`src/rtl/dmab_pkg.sv`:
```
package dmab_pkg;

    typedef enum logic [2:0] {
        ST_IDLE,
        ST_REQ,
        ST_ADDR,
        ST_DATA,
        ST_DONE,
        ST_REL
    } dmab_state_e;

    localparam logic [1:0] LANE_WORD = 2'b00;
    localparam logic [1:0] LANE_HI   = 2'b01;
    localparam logic [1:0] LANE_LO   = 2'b10;
    localparam logic [1:0] LANE_NONE = 2'b11;

endpackage

```
`src/rtl/dmab_sync.sv`:
```
module dmab_sync #(
    parameter int   STAGES  = 2,
    parameter logic RST_VAL = 1'b0
) (
    input  logic clk,
    input  logic rst_n,
    input  logic d,
    output logic q
);
    logic [STAGES-1:0] sh_q;

    generate
        if (STAGES == 1) begin : g_one
            always_ff @(posedge clk or negedge rst_n) begin
                if (!rst_n) sh_q <= RST_VAL;
                else        sh_q <= d;
            end
        end else begin : g_chain
            always_ff @(posedge clk or negedge rst_n) begin
                if (!rst_n) sh_q <= {STAGES{RST_VAL}};
                else        sh_q <= {sh_q[STAGES-2:0], d};
            end
        end
    endgenerate

    assign q = sh_q[STAGES-1];
endmodule

```
`src/rtl/dmab_lane_enc.sv`:
```
module dmab_lane_enc
    import dmab_pkg::*;
#(
    parameter int DATA_W = 16
) (
    input  logic              alt,
    input  logic [1:0]        lane,
    input  logic [DATA_W-1:0] addr,
    output logic [1:0]        pins,
    output logic [DATA_W-1:0] addr_bus
);
    logic byte_sel;
    logic bit0;

    always_comb begin
        byte_sel = (lane == LANE_HI) || (lane == LANE_LO);
        bit0     = (lane == LANE_HI) || (lane == LANE_NONE);
        if (alt) begin
            pins     = {1'b1, byte_sel};
            addr_bus = {addr[DATA_W-1:1], bit0};
        end else begin
            pins     = lane;
            addr_bus = addr;
        end
    end
endmodule

```
`src/rtl/dmab_burst_cnt.sv`:
```
module dmab_burst_cnt #(
    parameter int CNT_W = 8
) (
    input  logic             clk,
    input  logic             rst_n,
    input  logic             clr,
    input  logic             inc,
    input  logic [CNT_W-1:0] limit,
    output logic             hit
);
    localparam logic [CNT_W-1:0] ONE = CNT_W'(1);

    logic [CNT_W-1:0] cnt_q;
    logic [CNT_W-1:0] limit_eff;

    always_ff @(posedge clk or negedge rst_n) begin
        if (!rst_n)   cnt_q <= '0;
        else if (clr) cnt_q <= '0;
        else if (inc) cnt_q <= cnt_q + ONE;
    end

    always_comb begin
        limit_eff = (limit == '0) ? ONE : limit;
        hit       = (cnt_q >= limit_eff);
    end
endmodule

```
`src/rtl/dma_bus_master.sv`:
```
module dma_bus_master
    import dmab_pkg::*;
#(
    parameter int DATA_W      = 16,
    parameter int CNT_W       = 8,
    parameter int SYNC_STAGES = 2
) (
    input  logic              clk,
    input  logic              rst_n,
    input  logic              cfg_alt_bus,
    input  logic              cfg_as_strobe,
    input  logic              cfg_rel_en,
    input  logic [CNT_W-1:0]  burst_len,
    input  logic              req_valid,
    input  logic              req_write,
    input  logic [1:0]        req_lane,
    input  logic [DATA_W-1:0] req_addr,
    input  logic [DATA_W-1:0] req_wdata,
    output logic              req_pop,
    output logic [DATA_W-1:0] rd_data,
    output logic              rd_valid,
    input  logic              hlda_n,
    output logic              req_n,
    output logic              busako_n,
    output logic              bus_oe,
    output logic [DATA_W-1:0] dal_out,
    output logic              dal_oe,
    input  logic [DATA_W-1:0] dal_in,
    output logic              read_o,
    output logic              strobe_o,
    output logic              das_n,
    output logic [1:0]        lane_o,
    output logic              xcv_out_en,
    output logic              xcv_in_en,
    input  logic              ready_n,
    input  logic              burst_rel_n
);
    dmab_state_e       state_q, state_d;
    logic              rdy_n_s, rdy_s;
    logic              hit;
    logic              rel_q, rel_now, stop;
    logic              wr_q, cur_wr;
    logic [DATA_W-1:0] wd_q;
    logic [1:0]        lane_q;
    logic [1:0]        enc_pins;
    logic [DATA_W-1:0] enc_addr;
    logic              busako_q;
    logic              rd_valid_q;
    logic [DATA_W-1:0] rd_data_q;
    logic              master;

    dmab_sync #(.STAGES(SYNC_STAGES), .RST_VAL(1'b1)) i_rdy_sync (
        .clk  (clk),
        .rst_n(rst_n),
        .d    (ready_n),
        .q    (rdy_n_s)
    );
    assign rdy_s = ~rdy_n_s;

    dmab_lane_enc #(.DATA_W(DATA_W)) i_lane_enc (
        .alt     (cfg_alt_bus),
        .lane    (req_lane),
        .addr    (req_addr),
        .pins    (enc_pins),
        .addr_bus(enc_addr)
    );

    dmab_burst_cnt #(.CNT_W(CNT_W)) i_burst_cnt (
        .clk  (clk),
        .rst_n(rst_n),
        .clr  (state_q == ST_REL),
        .inc  (req_pop),
        .limit(burst_len),
        .hit  (hit)
    );

    assign rel_now = cfg_rel_en & ~burst_rel_n;
    assign stop    = hit | ~req_valid | rel_q | rel_now;

    // next state
    always_comb begin
        state_d = state_q;
        unique case (state_q)
            ST_IDLE: if (req_valid && hlda_n) state_d = ST_REQ;
            ST_REQ:  if (!hlda_n)             state_d = ST_ADDR;
            ST_ADDR:                          state_d = ST_DATA;
            ST_DATA: if (rdy_s)               state_d = ST_DONE;
            ST_DONE: state_d = stop ? ST_REL : ST_ADDR;
            ST_REL:  if (hlda_n)              state_d = ST_IDLE;
            default:                          state_d = ST_IDLE;
        endcase
    end

    // state register
    always_ff @(posedge clk or negedge rst_n) begin
        if (!rst_n) state_q <= ST_IDLE;
        else        state_q <= state_d;
    end

    // transfer context, release latch, acknowledge, read capture
    always_ff @(posedge clk or negedge rst_n) begin
        if (!rst_n) begin
            wr_q       <= 1'b0;
            wd_q       <= '0;
            lane_q     <= 2'b11;
            rel_q      <= 1'b0;
            busako_q   <= 1'b1;
            rd_valid_q <= 1'b0;
            rd_data_q  <= '0;
        end else begin
            if (state_q == ST_ADDR) begin
                wr_q   <= req_write;
                wd_q   <= req_wdata;
                lane_q <= enc_pins;
            end
            if (state_q == ST_REL)     rel_q <= 1'b0;
            else if (master && rel_now) rel_q <= 1'b1;
            busako_q   <= ~(cfg_alt_bus && !hlda_n && state_q == ST_IDLE);
            rd_valid_q <= (state_q == ST_DATA) && rdy_s && !wr_q;
            if ((state_q == ST_DATA) && rdy_s && !wr_q) rd_data_q <= dal_in;
        end
    end

    // outputs
    always_comb begin
        master     = 1'b0;
        req_n      = 1'b1;
        strobe_o   = cfg_as_strobe;
        das_n      = 1'b1;
        xcv_out_en = 1'b0;
        xcv_in_en  = 1'b0;
        req_pop    = 1'b0;
        cur_wr     = wr_q;
        dal_out    = wd_q;
        lane_o     = lane_q;
        unique case (state_q)
            ST_IDLE, ST_REL: ;
            ST_REQ: req_n = 1'b0;
            ST_ADDR: begin
                master     = 1'b1;
                req_n      = 1'b0;
                strobe_o   = ~cfg_as_strobe;
                xcv_out_en = 1'b1;
                cur_wr     = req_write;
                dal_out    = enc_addr;
                lane_o     = enc_pins;
            end
            ST_DATA: begin
                master     = 1'b1;
                req_n      = 1'b0;
                das_n      = 1'b0;
                xcv_out_en = wr_q;
                xcv_in_en  = ~wr_q;
                req_pop    = rdy_s;
            end
            ST_DONE: begin
                master     = 1'b1;
                req_n      = 1'b0;
                xcv_out_en = wr_q;
            end
            default: ;
        endcase
        bus_oe   = master;
        dal_oe   = xcv_out_en;
        read_o   = master & ~cur_wr;
        busako_n = busako_q;
        rd_valid = rd_valid_q;
        rd_data  = rd_data_q;
    end
endmodule

```
`config.mk`:
```
export PLATFORM = sky130hd
export DESIGN_NAME = dma_bus_master
export DESIGN_NICKNAME = d
export VERILOG_FILES = /design/src/rtl/dmab_pkg.sv /design/src/rtl/dmab_sync.sv /design/src/rtl/dmab_lane_enc.sv /design/src/rtl/dmab_burst_cnt.sv /design/src/rtl/dma_bus_master.sv
export SDC_FILE = /design/constraint.sdc
export NUM_CORES = 1
export LEC_CHECK = 0
export ABC_CLOCK_PERIOD_IN_PS = 4500
export BUFFER_PORTS_ARGS = -buffer_cell sky130_fd_sc_hd__buf_2
export CORE_MARGIN = 2
export CORE_UTILIZATION = 51
export DETAILED_ROUTE_END_ITERATION = 8
export PLACE_DENSITY = 0.85
export SLEW_MARGIN = 20
export SYNTH_ARGS = -nofsm -noshare
export SYNTH_HDL_FRONTEND = slang
export SYNTH_SLANG_ARGS = --single-unit
```
`constraint.sdc`:
```
create_clock -name clk -period 4.5 [get_ports clk]
set_input_delay 1.125 -clock clk [delete_from_list [all_inputs] [get_ports clk]]
set_output_delay 1.125 -clock clk [all_outputs]
set_load 0.01 [all_outputs]
```
[After elaboration in Yosys (flattened, before gate mapping)]
Index checks and enable logic that the tools add are counted.
Word-level totals
  ROM bits: 0
  bits in latches: 0
  flip-flop bits (word level): 51
  bits in writable memories: 0
  memories kept: 0
  input bits: 68
  output and inout bits: 45
Cells by class
  add/sub/neg operators: 1
  shifts and indexed selects: 0
  multiply operators: 0
  multiplexer cells: 23
  reductions and logical operators: 18
  div/mod/pow operators: 0
  bitwise logic cells: 12
  equality and inequality tests: 12
  order comparisons: 1
Operator list (number)
  $mux 8: 3
  $pmux 3 s6: 1
  $mux 16: 1
  $mux 3: 5
  $mux 1: 10
  $add 8x1->8 const B: 1
  $ge 8x8->1: 1
  $logic_not 8->1: 1
  $ne 2x2->1 const B: 4
  $not 1->1: 7
  $eq 3x2->1 const B: 2
  $eq 3x3->1 const B: 2
  $logic_and 1x1->1: 6
  $eq 2x2->1 const B: 2
  $mux 2: 2
  $reduce_and 4->1: 1
  $reduce_bool 2->1: 2
  $reduce_or 4->1: 1
  $eq 3x1->1 const B: 1
  $logic_not 3->1: 1
  $or 1x1->1: 3
  $reduce_or 3->1: 1
  $and 1x1->1: 2
  $eq 2x1->1 const B: 1
  4 further kinds: 6

[Logic depth before layout (Yosys ltp)]
  word-level depth: 8
  depth in mapped cells: 7
  depth with buffers taken out: 7

[Hierarchy]
Synthesis repeated with hierarchy kept, for this count alone.
Unflattened totals
  cells, all modules: 276
  area, all modules: 2706.3 µm²
By module, submodules not included
  dma_bus_master: area an instance 1899.3 µm², sequential area each 1029.7 µm², instances 1, cells an instance 189
  dmab_burst_cnt: area an instance 580.6 µm², sequential area each 200.2 µm², instances 1, cells an instance 61
  dmab_lane_enc: area an instance 173.9 µm², sequential area each 0.0 µm², instances 1, cells an instance 24
  dmab_sync: area an instance 52.6 µm², sequential area each 52.6 µm², instances 1, cells an instance 2

[Worst setup path after synthesis]
Ideal clock, no wire load.
  path type: input -> output
  start: input port req_lane[1]
  end: output port lane_o[0]
  arrival time: 1.828 ns
  slack: 1.547 ns
  cell stages on the path: 5
  path through: inv_1 -> ha_1 -> inv_1 -> mux2i_1 -> o21ai_0
On the way
  cells in the longest elaborated chain, start to end: 4
  elaborated cells on any way between the ends: 5
  classes of those cells: eq/ne: 2; mux: 2; reduce/logical: 1
Ends and longest elaborated chain
  start: declaration: RTL line dma_bus_master.sv:16  | input logic [1:0] req_lane,
  $eq 2x1->1 / $eq 2x2->1 (equally long branches): RTL line dmab_lane_enc.sv:16  | byte_sel = (lane == LANE_HI) || (lane == LANE_LO);
  $logic_or 1x1->1 *: RTL line dmab_lane_enc.sv:16
  $mux 2 *: RTL line dmab_lane_enc.sv:18  | if (alt) begin
  $mux 2 *: RTL line dma_bus_master.sv:136  | unique case (state_q)
  end: declaration: RTL line dma_bus_master.sv:32  | output logic [1:0] lane_o,
Mark *: on every way between the ends. The rest lies on a longest branch, timed or not.

[Final worst setup path]
  start: register state_q[1]
  end: output port dal_out[11]
On the way
  cells in the longest elaborated chain, start to end: 2
Ends and longest elaborated chain
  start: declaration: RTL line dma_bus_master.sv:38  | dmab_state_e state_q, state_d;
  start signal: assignment: RTL line dma_bus_master.sv:97  | else state_q <= state_d;
  $eq 3x2->1: RTL line dma_bus_master.sv:136
  $mux 16: RTL line dma_bus_master.sv:136
  end: declaration: RTL line dma_bus_master.sv:26  | output logic [DATA_W-1:0] dal_out,
Every way passes these cells.

==> flow_metrics.env <==
export IMPL_ys_types=41
export IMPL_r2r_start="state_q[1]$_DFFE_PN0P_"
export IMPL_syn_area_um2=2600
export IMPL_combPwrFrac=0.467
export IMPL_status="completed"
export IMPL_final_layout_size_suffix_gt1_frac=0.399
export IMPL_clock_skew_final_ns=0.00964
export IMPL_portBuffers=112
export IMPL_p_clk_frac=0.158
export IMPL_numCtsBuffers=5
export IMPL_final_cells=443
export IMPL_rsz0062_at_grt="no"
export IMPL_seqCellArea_um2=1280
export IMPL_track_usage=0.206
export IMPL_synth_fa_ha_area_frac=0.0529
export IMPL_hold_start="i_rdy_sync.sh_q[0]$_DFF_PN1_"
export IMPL_power_density_nw_per_um2=628
export IMPL_multi_input_area_um2=1190
export IMPL_utilization=0.685
export IMPL_die_w_um=75.4
export IMPL_fillers=394
export IMPL_setup_violations=0
export IMPL_ys_warnings_count=0
export IMPL_synthArstFlopShare=1.00
export IMPL_grt_pass1_wl_mm=9.03
export IMPL_ant_nets=0
export IMPL_cp_arrival_ns=2.23
export IMPL_cts_setup_buffers=0
export IMPL_first_global_vias=2161
export IMPL_timing_max_cap_violations=0
export IMPL_final_max_slew_viol_count=0
export IMPL_cp_required_ns=3.38
export IMPL_hold_depth=0
export IMPL_final_setup_tns_ns=0
export IMPL_rows=25
export IMPL_max_vdd_ir_drop_mv=0.436
export IMPL_critPathLaunchType="flop"
export IMPL_netlist_instances=266
export IMPL_vias=2252
export IMPL_seq_area_frac_synth=0.493
export IMPL_synthMuxAreaShare=0.0942
export IMPL_start_util=0.540
export IMPL_swShare=0.389
export IMPL_ys_flop_type="dfrtp_1"
export IMPL_ctsHoldBuffers=0
export IMPL_p_int_mw=1.27
export IMPL_critPathCaptureType="output port"
export IMPL_power_frac_seq=0.375
export IMPL_globalplace_congestion=0.803
export IMPL_cts_clk_slew_worst_paths_ns=0.08
export IMPL_grt_max_degree=52
export IMPL_grt_ovfl_total=0
export IMPL_timing_final_hold_violations=0
export IMPL_htreeDepth=2
export IMPL_clk_latency_ns=0.30
export IMPL_crit_fanout=20
export IMPL_dp_hpwl_mm=4.49
export IMPL_io_pins=113
export IMPL_synth_xor_area_frac=0.0269
export IMPL_r2r_slack_ns=2.36
export IMPL_clockBufferDepth=2
export IMPL_syn_to_final_growth_pct=26.7
export IMPL_routedWlPerCell_um=13.2
export IMPL_synth_compound_gate_area_share=0.0558
export IMPL_synth_edf_count=0
export IMPL_switchingPower_mw=0.805
export IMPL_hold_path_end="i_rdy_sync.sh_q[1]$_DFF_PN1_"
export IMPL_tightest_slew_ns=0.964
export IMPL_synth_simple_gate_area_frac=0.226
export IMPL_period_needed_ns=3.36
export IMPL_max_freq_mhz=298
export IMPL_relSlewSlack=0.355
export IMPL_cts_sinks=51
export IMPL_drc_errors=0
export IMPL_grt_antenna_before_repair=0
export IMPL_syn_avg_cell_area_um2=9.78
export IMPL_wl_mm=5.84
export IMPL_cts_tree="done"
export IMPL_drt_iter0_markers=109
export IMPL_regToRegEndpoint="rd_data[3]$_DFFE_PN0P_"
export IMPL_dr_pass1_iters=4
export IMPL_nets=454
export IMPL_period_share=0.746
export IMPL_fp_coreArea_um2=4820
export IMPL_hp_class="flop to flop"
export IMPL_path_class="flop to output port"
export IMPL_syn_num_nets=345
export IMPL_via_per_inst=5.08
export IMPL_synth_seq_cells=51
export IMPL_dieArea_um2=5690
export IMPL_final_cell_mix="112 x buf_2, 85 x nand2_1, 46 x dfrtp_1, 19 x nor2_1, 13 x inv_1"
export IMPL_power_leakage_nw=1.83
export IMPL_synth_top_family_by_area="simple AND/OR/NAND/NOR gates"
export IMPL_r2r_cells=4
export IMPL_insertedDiodeCount=0
export IMPL_clk_root_buffer_cell="clkbuf_8"
export IMPL_cts_resized=0
export IMPL_dp_cells=435
export IMPL_mostFrequentLayoutCell="buf_2"
export IMPL_die_h_um=75.4
[worst max-delay path by stage]
stage	start	endpoint	slack (ns)	cells after the start
floorplan	req_lane[1]	lane_o[0]	1.55	5
global placement	req_lane[0]	lane_o[0]	1.39	6
detailed placement	req_lane[1]	lane_o[0]	1.33	7
CTS	state_q[1]$_DFFE_PN0P_	read_o	1.13	5
global route	state_q[1]$_DFFE_PN0P_	dal_out[11]	0.94	6
finish	state_q[1]$_DFFE_PN0P_	dal_out[11]	1.14	6
[through the flow]
| stage | power, mW | setup slack [ns] | hold slack [ns] | instance area, µm² |
|---|---|---|---|---|
| floorplan | 1.42 | 1.55 | 0.345 | 2600 |
| global placement | 1.73 | 1.39 | 0.346 | 3180 |
| detailed placement | 1.76 | 1.33 | 0.353 | 3180 |
| CTS | 2.09 | 1.13 | 0.366 | 3300 |
| global route | 2.25 | 0.940 | 0.369 | 3300 |
| finish | 2.07 | 1.14 | 0.363 | 3300 |
[power by group through the flow]
| stage | clock, mW | combinational (mW) | sequential, mW |
|---|---|---|---|
| 2_1_floorplan | 0 | 0.638 | 0.779 |
| 6_report | 0.326 | 0.968 | 0.777 |
| 3_5_place_dp | 0 | 0.978 | 0.784 |
| 4_1_cts | 0.333 | 0.982 | 0.777 |
| 5_1_grt | 0.349 | 1.10 | 0.804 |
| 3_3_place_gp | 0 | 0.954 | 0.773 |
[cell type report]
| class | count | share of cell area |
|---|---|---|
| flip-flops and latches | 51 | 0.389 |
| multi-input cells | 190 | 0.361 |
| well taps | 67 | 0.0254 |
| clock inverters | 2 | 0.0106 |
| repair buffers | 114 | 0.175 |
| clock buffers | 6 | 0.0250 |
| inverters | 13 | 0.0148 |
[worst max-delay path, stage by stage, from the launching register on]
cell	delay, ns
dfrtp_1	0.52
nor2b_4	0.27
nor2b_2	0.52
buf_4	0.33
nand2_1	0.09
nand2_1	0.08
buf_2	0.13
[synthesized netlist by cell type (2+ instances only)]
master	n	area share
ha_1	11	0.053
nor3b_1	3	0.0087
xnor2_1	3	0.010
nand2b_1	3	0.0072
o2bb2ai_1	2	0.0067
o21ai_0	7	0.013
buf_4	2	0.0058
inv_1	13	0.019
mux2_4	9	0.052
and3_1	2	0.0048
nand3_1	2	0.0038
a211oi_1	3	0.0087
nor2_1	19	0.027
xor2_1	5	0.017
nand4_1	5	0.012
dfrtp_1	46	0.44
mux2i_1	2	0.0077
clkbuf_1	2	0.0029
dfstp_2	5	0.050
nand2_1	85	0.12
a21oi_1	5	0.0096
buf_2	6	0.012
mux2_2	8	0.035
[metal layers]
metal  GRT usage  up-vias  routed length (µm)
li1            -     1089                   -
met1       0.226     1057                2340
met2       0.394       93                3040
met3      0.0476       13                 369
met4      0.0604        0                  90
met5           0        -                   0
[logic make-up after synthesis]
group | count (synthesis)
flops | 51
buf+inv | 25
fa+ha+maj | 11
mux | 19
compound gates | 22
simple gates | 130
xor+xnor | 8
[sequential cells by signal, indices dropped and copies added, names as in the netlist]
| name | flops |
|---|---|
| rd_data | 16 |
| state_q | 3 |
| wd_q | 16 |
| rd_valid | 1 |
| i_rdy_sync.sh_q | 2 |
| busako_n | 1 |
| rel_q | 1 |
| wr_q | 1 |
| lane_q | 2 |
| i_burst_cnt.cnt_q | 8 |
No activity file was read; power rests on OpenSTA's default activity.
